==> src/rtl/trap_pkg.sv <==
package trap_pkg;
  localparam int IE_W       = 3;
  localparam int SLOT_SHIFT = 5;
  localparam int NSRC       = 5;
  localparam int SRC_W      = $clog2(NSRC);

  typedef enum logic [2:0] {
    EXC_RESET = 3'd0,
    EXC_BREAK = 3'd1,
    EXC_IBUS  = 3'd2,
    EXC_WATCH = 3'd3,
    EXC_DBUS  = 3'd4,
    EXC_DIVZ  = 3'd5,
    EXC_IRQ   = 3'd6,
    EXC_SCALL = 3'd7
  } exc_id_e;

  typedef enum logic [2:0] {
    CSR_ENABLE = 3'd0,
    CSR_MASK   = 3'd1,
    CSR_PEND   = 3'd2,
    CSR_TBASE  = 3'd3,
    CSR_DBASE  = 3'd4
  } csr_sel_e;

  // request slots, lowest index = highest priority
  localparam int SRC_DBUS  = 0;
  localparam int SRC_DIVZ  = 1;
  localparam int SRC_SCALL = 2;
  localparam int SRC_BREAK = 3;
  localparam int SRC_IRQ   = 4;

  function automatic exc_id_e src_to_cause(input logic [SRC_W-1:0] s);
    case (s)
      SRC_W'(SRC_DBUS):  return EXC_DBUS;
      SRC_W'(SRC_DIVZ):  return EXC_DIVZ;
      SRC_W'(SRC_SCALL): return EXC_SCALL;
      SRC_W'(SRC_BREAK): return EXC_BREAK;
      default:           return EXC_IRQ;
    endcase
  endfunction
endpackage

==> src/rtl/trap_arbiter.sv <==
module trap_arbiter #(
  parameter int N     = 5,
  localparam int IDXW = (N > 1) ? $clog2(N) : 1
) (
  input  logic            clk,
  input  logic            rst,
  input  logic [N-1:0]    req_i,
  output logic [N-1:0]    grant_o,
  output logic [IDXW-1:0] idx_o,
  output logic            any_o
);
  for (genvar i = 0; i < N; i++) begin : g_pri
    if (i == 0) begin : g_top
      assign grant_o[i] = req_i[i];
    end else begin : g_rest
      assign grant_o[i] = req_i[i] & ~(|req_i[i-1:0]);
    end
  end

  always_comb begin
    idx_o = '0;
    for (int i = 0; i < N; i++) begin
      if (grant_o[i]) idx_o = IDXW'(i);
    end
  end

  assign any_o = |req_i;

  AST_GRANT_SINGLE: assert property (@(posedge clk) disable iff (rst)
    $onehot0(grant_o)) else $error("grant not one-hot");
  AST_GRANT_WHEN_REQ: assert property (@(posedge clk) disable iff (rst)
    (|req_i) |-> ($countones(grant_o) == 1 && (grant_o & ~req_i) == '0))
    else $error("grant lost or stray");
endmodule

==> src/rtl/trap_csr_bank.sv <==
module trap_csr_bank
  import trap_pkg::*;
#(
  parameter int          XLEN      = 32,
  parameter int          NIRQ      = 8,
  parameter int          RF_AW     = 5,
  parameter int          LINK_EXC  = 30,
  parameter int          LINK_DBG  = 31,
  parameter logic [31:0] TBASE_RST = 32'h0,
  parameter logic [31:0] DBASE_RST = 32'h0
) (
  input  logic             clk,
  input  logic             rst,
  input  logic             take_i,
  input  logic             dbg_i,
  input  logic             ret_i,
  input  logic [RF_AW-1:0] ret_reg_i,
  input  logic             wr_i,
  input  logic [2:0]       sel_i,
  input  logic [XLEN-1:0]  wdata_i,
  input  logic [NIRQ-1:0]  irq_i,
  output logic [IE_W-1:0]  ie_o,
  output logic [NIRQ-1:0]  im_o,
  output logic [NIRQ-1:0]  ip_o,
  output logic [XLEN-1:0]  tbase_o,
  output logic [XLEN-1:0]  dbase_o
);
  logic [NIRQ-1:0] clr_mask;
  logic            ret_exc, ret_dbg;

  assign ret_exc  = ret_i && (ret_reg_i == RF_AW'(LINK_EXC));
  assign ret_dbg  = ret_i && (ret_reg_i == RF_AW'(LINK_DBG));
  assign clr_mask = (wr_i && sel_i == CSR_PEND) ? wdata_i[NIRQ-1:0] : '0;

  always_ff @(posedge clk) begin
    if (rst) begin
      ie_o <= '0;
    end else if (take_i) begin
      ie_o <= dbg_i ? {ie_o[0], 2'b00} : {1'b0, ie_o[0], 1'b0};
    end else if (ret_exc) begin
      ie_o <= {2'b00, ie_o[1]};
    end else if (ret_dbg) begin
      ie_o <= {2'b00, ie_o[2]};
    end else if (wr_i && sel_i == CSR_ENABLE) begin
      ie_o <= wdata_i[IE_W-1:0];
    end
  end

  always_ff @(posedge clk) begin
    if (rst) begin
      im_o    <= '0;
      tbase_o <= XLEN'(TBASE_RST);
      dbase_o <= XLEN'(DBASE_RST);
    end else if (wr_i) begin
      if (sel_i == CSR_MASK)  im_o    <= wdata_i[NIRQ-1:0];
      if (sel_i == CSR_TBASE) tbase_o <= wdata_i;
      if (sel_i == CSR_DBASE) dbase_o <= wdata_i;
    end
  end

  for (genvar b = 0; b < NIRQ; b++) begin : g_pend
    always_ff @(posedge clk) begin
      if (rst) ip_o[b] <= 1'b0;
      else     ip_o[b] <= irq_i[b] | (ip_o[b] & ~clr_mask[b]);
    end
  end

  AST_IE_SAVE_EXC: assert property (@(posedge clk) disable iff (rst)
    (take_i && !dbg_i) |=> ie_o == {1'b0, $past(ie_o[0]), 1'b0})
    else $error("enable save on trap");
  AST_IE_SAVE_DBG: assert property (@(posedge clk) disable iff (rst)
    (take_i && dbg_i) |=> ie_o == {$past(ie_o[0]), 2'b00})
    else $error("enable save on break");
  AST_IE_RESTORE: assert property (@(posedge clk) disable iff (rst)
    (!take_i && ret_exc) |=> ie_o == {2'b00, $past(ie_o[1])})
    else $error("enable restore");
  AST_PEND_LEVEL: assert property (@(posedge clk) disable iff (rst)
    (|irq_i) |=> (ip_o & $past(irq_i)) == $past(irq_i))
    else $error("pending set lost");
endmodule

==> src/rtl/trap_unit.sv <==
module trap_unit
  import trap_pkg::*;
#(
  parameter int          XLEN      = 32,
  parameter int          NIRQ      = 8,
  parameter int          RF_AW     = 5,
  parameter int          LINK_EXC  = 30,
  parameter int          LINK_DBG  = 31,
  parameter logic [31:0] TBASE_RST = 32'h0,
  parameter logic [31:0] DBASE_RST = 32'h0
) (
  input  logic             clk,
  input  logic             rst,
  input  logic [XLEN-1:0]  cur_pc_i,
  input  logic             div_req_i,
  input  logic [XLEN-1:0]  divisor_i,
  input  logic             scall_i,
  input  logic             break_i,
  input  logic             bus_unmapped_i,
  input  logic             bus_misalign_i,
  input  logic [NIRQ-1:0]  irq_lines_i,
  input  logic             ret_valid_i,
  input  logic [RF_AW-1:0] ret_reg_i,
  input  logic             csr_we_i,
  input  logic [2:0]       csr_sel_i,
  input  logic [XLEN-1:0]  csr_wdata_i,
  output logic             redir_valid_o,
  output logic [XLEN-1:0]  redir_pc_o,
  output logic [2:0]       cause_o,
  output logic             rf_we_o,
  output logic [RF_AW-1:0] rf_addr_o,
  output logic [XLEN-1:0]  rf_wdata_o,
  output logic [IE_W-1:0]  irq_enable_o,
  output logic [NIRQ-1:0]  irq_pend_o
);
  logic [NSRC-1:0]  req, grant;
  logic [SRC_W-1:0] win_idx;
  logic             taken, is_dbg;
  exc_id_e          cause;
  logic [NIRQ-1:0]  im_q;
  logic [XLEN-1:0]  tbase_q, dbase_q, base, target;

  always_comb begin
    req            = '0;
    req[SRC_DBUS]  = bus_unmapped_i | bus_misalign_i;
    req[SRC_DIVZ]  = div_req_i && (divisor_i == '0);
    req[SRC_SCALL] = scall_i;
    req[SRC_BREAK] = break_i;
    req[SRC_IRQ]   = irq_enable_o[0] && (|(irq_pend_o & im_q));
  end

  trap_arbiter #(.N(NSRC)) u_arb (
    .clk     (clk),
    .rst     (rst),
    .req_i   (req),
    .grant_o (grant),
    .idx_o   (win_idx),
    .any_o   (taken)
  );

  assign is_dbg = grant[SRC_BREAK];
  assign cause  = src_to_cause(win_idx);
  assign base   = is_dbg ? dbase_q : tbase_q;
  assign target = base + (XLEN'(cause) << SLOT_SHIFT);

  trap_csr_bank #(
    .XLEN(XLEN), .NIRQ(NIRQ), .RF_AW(RF_AW),
    .LINK_EXC(LINK_EXC), .LINK_DBG(LINK_DBG),
    .TBASE_RST(TBASE_RST), .DBASE_RST(DBASE_RST)
  ) u_csr (
    .clk       (clk),
    .rst       (rst),
    .take_i    (taken),
    .dbg_i     (is_dbg),
    .ret_i     (ret_valid_i & ~taken),
    .ret_reg_i (ret_reg_i),
    .wr_i      (csr_we_i & ~taken),
    .sel_i     (csr_sel_i),
    .wdata_i   (csr_wdata_i),
    .irq_i     (irq_lines_i),
    .ie_o      (irq_enable_o),
    .im_o      (im_q),
    .ip_o      (irq_pend_o),
    .tbase_o   (tbase_q),
    .dbase_o   (dbase_q)
  );

  always_ff @(posedge clk) begin
    if (rst) begin
      redir_valid_o <= 1'b0;
      redir_pc_o    <= '0;
      cause_o       <= '0;
      rf_we_o       <= 1'b0;
      rf_addr_o     <= '0;
      rf_wdata_o    <= '0;
    end else begin
      redir_valid_o <= taken;
      rf_we_o       <= taken;
      redir_pc_o    <= taken ? target : '0;
      cause_o       <= taken ? cause : 3'd0;
      rf_wdata_o    <= taken ? cur_pc_i : '0;
      rf_addr_o     <= !taken ? '0 : (is_dbg ? RF_AW'(LINK_DBG) : RF_AW'(LINK_EXC));
    end
  end

  AST_LINK_MATCH: assert property (@(posedge clk) disable iff (rst)
    rf_we_o |-> ((rf_addr_o == RF_AW'(LINK_DBG)) == (cause_o == EXC_BREAK)))
    else $error("link register mismatch");
  AST_SAVED_PC: assert property (@(posedge clk) disable iff (rst)
    rf_we_o |-> rf_wdata_o == $past(cur_pc_i))
    else $error("saved pc wrong");
  AST_VEC_SLOT: assert property (@(posedge clk) disable iff (rst)
    redir_valid_o |-> (redir_pc_o - ((cause_o == EXC_BREAK) ? dbase_q : tbase_q))
                      == (XLEN'(cause_o) << SLOT_SHIFT))
    else $error("vector slot wrong");
  AST_DIVZ_CAUSE: assert property (@(posedge clk) disable iff (rst)
    (redir_valid_o && cause_o == EXC_DIVZ) |-> $past(div_req_i && divisor_i == '0))
    else $error("spurious divide trap");
endmodule

==> config.mk <==
export PLATFORM = sky130hd
export DESIGN_NAME = trap_unit
export DESIGN_NICKNAME = d
export VERILOG_FILES = /design/src/rtl/trap_pkg.sv /design/src/rtl/trap_arbiter.sv /design/src/rtl/trap_csr_bank.sv /design/src/rtl/trap_unit.sv
export SDC_FILE = /design/constraint.sdc
export NUM_CORES = 1
export LEC_CHECK = 0
export CAP_MARGIN = 20
export CELL_PAD_IN_SITES_DETAIL_PLACEMENT = 0
export CELL_PAD_IN_SITES_GLOBAL_PLACEMENT = 1
export CORE_UTILIZATION = 34
export DETAILED_ROUTE_END_ITERATION = 8
export GPL_TIMING_DRIVEN = 0
export PLACE_DENSITY_LB_ADDON = 0.1
export RECOVER_POWER = 25
export SLEW_MARGIN = 20
export SYNTH_ARGS = -nofsm -noshare
export SYNTH_HDL_FRONTEND = slang
export SYNTH_SLANG_ARGS = --single-unit
==> constraint.sdc <==
create_clock -name clk -period 5.25 [get_ports clk]
set_input_delay 1.05 -clock clk [delete_from_list [all_inputs] [get_ports clk]]
set_output_delay 1.05 -clock clk [all_outputs]
set_load 0.005 [all_outputs]
==> flow_summary_export.csv <==
group,metric,value,unit
synthesis,seq_area_frac_synth,48.0,%
drt,viasPerCell,4.99,
clocking,cts_tree,"built",
timing,rsz0062_at_grt,"false",
power,total_power,2.66,mW
synthesis,ys_types,56,
timing,timing.hold.ws,0.456,ns
clocking,clk_latency,0.43,ns
floorplanning,die-width,139,um
drt,wirelength,19300,um
drt,route.detailed.wl_per_inst,16.4,um
critical_path,path_max_fanout,10,
flow_run,cap_viol_max_count,0,
clocking,htree_levels,4,
floorplanning,core_area,0.0182,mm2
critical_path,end_kind,"flop",
critical_path,reg2reg_to,"redir_pc_o[26]$_SDFF_PP0_",
power,p_leak,3.66,nW
cells_and_area,fillCellCount,1728,
critical_path,arrival,5.23,ns
synthesis,synthTopCellsByArea,"dfxtp_1, mux2i_1, nand2_1",
power,ir_drop,0.236,mV
timing,finalClockSkew,0.0201,ns
floorplanning,start_util,35.1,%
cells_and_area,layout-drive-gt1-share,7.27,%
timing,worst_pin_slew,0.858,ns
clocking,root_buffer,"clkbuf_16",
grt,grt_max_degree,17,
worst_hold_path,hp-start,"u_csr.tbase_o[31]$_SDFFE_PP0P_",
floorplanning,rows,49,
cells_and_area,antennaDiodeCount,0,
status,violations,"DRC",
worst_hold_path,hold_class,"reg2reg",
cells_and_area,multiInputGateArea,0.00308,mm2
place,place_inst,1148,
clocking,cts_made_buffers,17,
synthesis,syn_area,0.00639,mm2
place,port_buffers,204,
clocking,clockBufferDepth,2,
synthesis,synth-seq-cells,153,
cells_and_area,nNetsFinal,1061,
critical_path,path_class,"in2reg",
synthesis,synthCells,715,
timing,final_max_slew_viol_count,0,
clocking,holdBufCountCts,0,
timing,fmax,204,MHz
grt,overflow,0,
floorplanning,boundaryPins,206,
critical_path,required,5.59,ns
timing,report.final.setup_viol,0,
status,status,"finished with violations",
synthesis,syn_area_per_cell,8.93,um2
synthesis,synth_common_cells,"dfxtp_1, nand2_1, nor2_1, mux2i_1, a21oi_1",
synthesis,synth_fp_nets,840,
cells_and_area,seq_area,0.00306,mm2
grt,grt_pass1_vias,5806,
synthesis,synth_ff_type,"dfxtp_1",
drt,drtAntennaViolNets,0,
drt,drc,10,
power,p_per_area,285,mW/mm2
drt,drtIter0Drc,360,
synthesis,async_reset_ff_share,0,%
grt,antenna_found_initial,0,
place,routabilityCongestion,0.868,
cells_and_area,synthToLayoutAreaGrowth,46.1,%
synthesis,synth_most_common_cell,"dfxtp_1",
critical_path,reg2reg_from,"u_csr.ip_o[2]$_SDFF_PP0_",
critical_path,rrSetupSlack,2.05,ns
clocking,clkTransAtPathRegs,0.06,ns
synthesis,ys_warn_count,0,
drt,vias,5874,
grt,grtUsageTotal,20.7,%
drt,firstDrtPassIters,7,
timing,report.final.hold_viol_count,0,
grt,grt_pass1_wl,31300,um
timing,timing.final.crit_share,93.3,%
synthesis,synth_edf_count,0,
synthesis,yosys.area.top_type,"dfxtp_1",
critical_path,worstRegToRegCells,12,
clocking,cts.sinks,153,
cells_and_area,final_cells,1178,
timing,period_minus_slack,4.90,ns
timing,timing.slew.headroom,42.3,%
floorplanning,die_y,139,um
worst_hold_path,whs_endpoint,"u_csr.tbase_o[31]$_SDFFE_PP0P_",
critical_path,critPathLaunchType,"input pin",
worst_hold_path,min_path_cells,2,
place,dp_hpwl,14500,um
floorplanning,dieArea,0.0193,mm2
synthesis,synth_top_cell_area_share,48.0,%
-- per-layer routing --
layer / vias up / global-route usage [%] / part of all wire (%)
li1: 2924 / - / -
met1: 2766 / 27.3 / 47
met2: 170 / 33.7 / 48
met3: 14 / 4.49 / 4.4
met4: 0 / 6.49 / 0.90
met5: - / 0 / 0
-- placed cells by master, fill, tap and decap left out, drive strengths merged, types with 3 or more instances in the layout --
cell	count
a21o	5
a21oi	62
a221oi	3
a22oi	4
a31oi	6
and2	37
and3	12
and4	4
buf	20
clkbuf	44
clkdlybuf4s50	145
clkinvlp	3
dfxtp	153
dlygate4sd3	59
ha	3
inv	10
mux2	4
mux2i	63
nand2	106
nand2b	4
nand3	11
nand3b	5
nand4	11
nor2	73
nor3	30
nor3b	5
nor4	13
o211ai	3
o21a	3
o21ai	10
o31a	3
xnor2	8
xor2	5
-- logic make-up after synthesis --
| group | count (synthesis) | share of synthesized area, % |
|---|---|---|
| AOI/OAI and AO/OA | 109 | 10.6 |
| adders and majority gates | 4 | 0.901 |
| and+or+nand+nor | 318 | 24.1 |
| DFF | 153 | 48.0 |
| muxes | 67 | 10.6 |
| buffers and inverters | 51 | 4.11 |
| xor gates and xnor gates | 13 | 1.78 |
-- flip-flops by register name (all words and copies together), names as in the netlist --
signal and cells:
rf_wdata_o 32, rf_addr_o 2, redir_pc_o 32, u_csr.im_o 8, cause_o 3, u_csr.ie_o 3, u_csr.dbase_o 32, rf_we_o 1
u_csr.ip_o 8, u_csr.tbase_o 32
-- per-stage QoR --
stage          utilization, %  setup slack, ns  area (um2)  setup TNS [ns]
6_report                 51.2            0.354        9330               0
5_1_grt                  51.2           0.0406        9330               0
4_1_cts                  51.2           0.0422        9330               0
3_5_place_dp             47.9           -0.587        8720           -3.04
3_3_place_gp             47.9           -0.602        8720           -3.04
2_1_floorplan               -            0.928        6390               0
-- worst max path at each step --
stage,startpoint,to,slack (ns),depth (start not counted)
3_5_place_dp,divisor_i[29],redir_pc_o[26]$_SDFF_PP0_,-0.59,20
6_report,divisor_i[29],redir_pc_o[26]$_SDFF_PP0_,0.35,17
2_1_floorplan,divisor_i[16],redir_pc_o[26]$_SDFF_PP0_,0.93,18
3_3_place_gp,divisor_i[21],redir_pc_o[26]$_SDFF_PP0_,-0.60,20
5_1_grt,divisor_i[29],redir_pc_o[26]$_SDFF_PP0_,0.04,17
4_1_cts,divisor_i[29],redir_pc_o[26]$_SDFF_PP0_,0.04,20
-- critical path, cell delays in order --
cell and delay (ns):
clkdlybuf4s50_1 0.40, nor4_1 0.31, nand4_1 0.23, o31ai_2 0.36
nor2_1 0.14, clkbuf_1 0.32, clkbuf_2 0.32, nand2_1 0.11
nand2_1 0.09, ha_1 0.29, a21o_1 0.10, a21o_1 0.30
nand2_1 0.15, nor3_4 0.23, o22ai_2 0.23, o31a_1 0.35
nor3_1 0.24
-- cell type report --
type / instances / share of cell area (%)
Multi-Input combinational cell: 511 / 33.0
Sequential cell: 153 / 32.8
Timing Repair Buffer: 204 / 21.9
Clock buffer: 21 / 5.04
Tap cell: 229 / 3.07
Buffer: 43 / 2.49
Clock inverter: 11 / 1.45
Inverter: 6 / 0.241
-- timing repair --
item | in CTS | in global routing
resized for setup | 1 | 4
setup buffers | 0 | 0
endpoints found under the setup margin | 2 | 7
-- report_power, final --
part           internal (mW)  switching [mW]  total, mW
Sequential              1.18         0.00911       1.19
Combinational          0.138          0.0903      0.229
Clock                  0.745           0.493       1.24
Total                   2.07           0.592       2.66
Note: power is estimated with default switching activity, not from simulation.
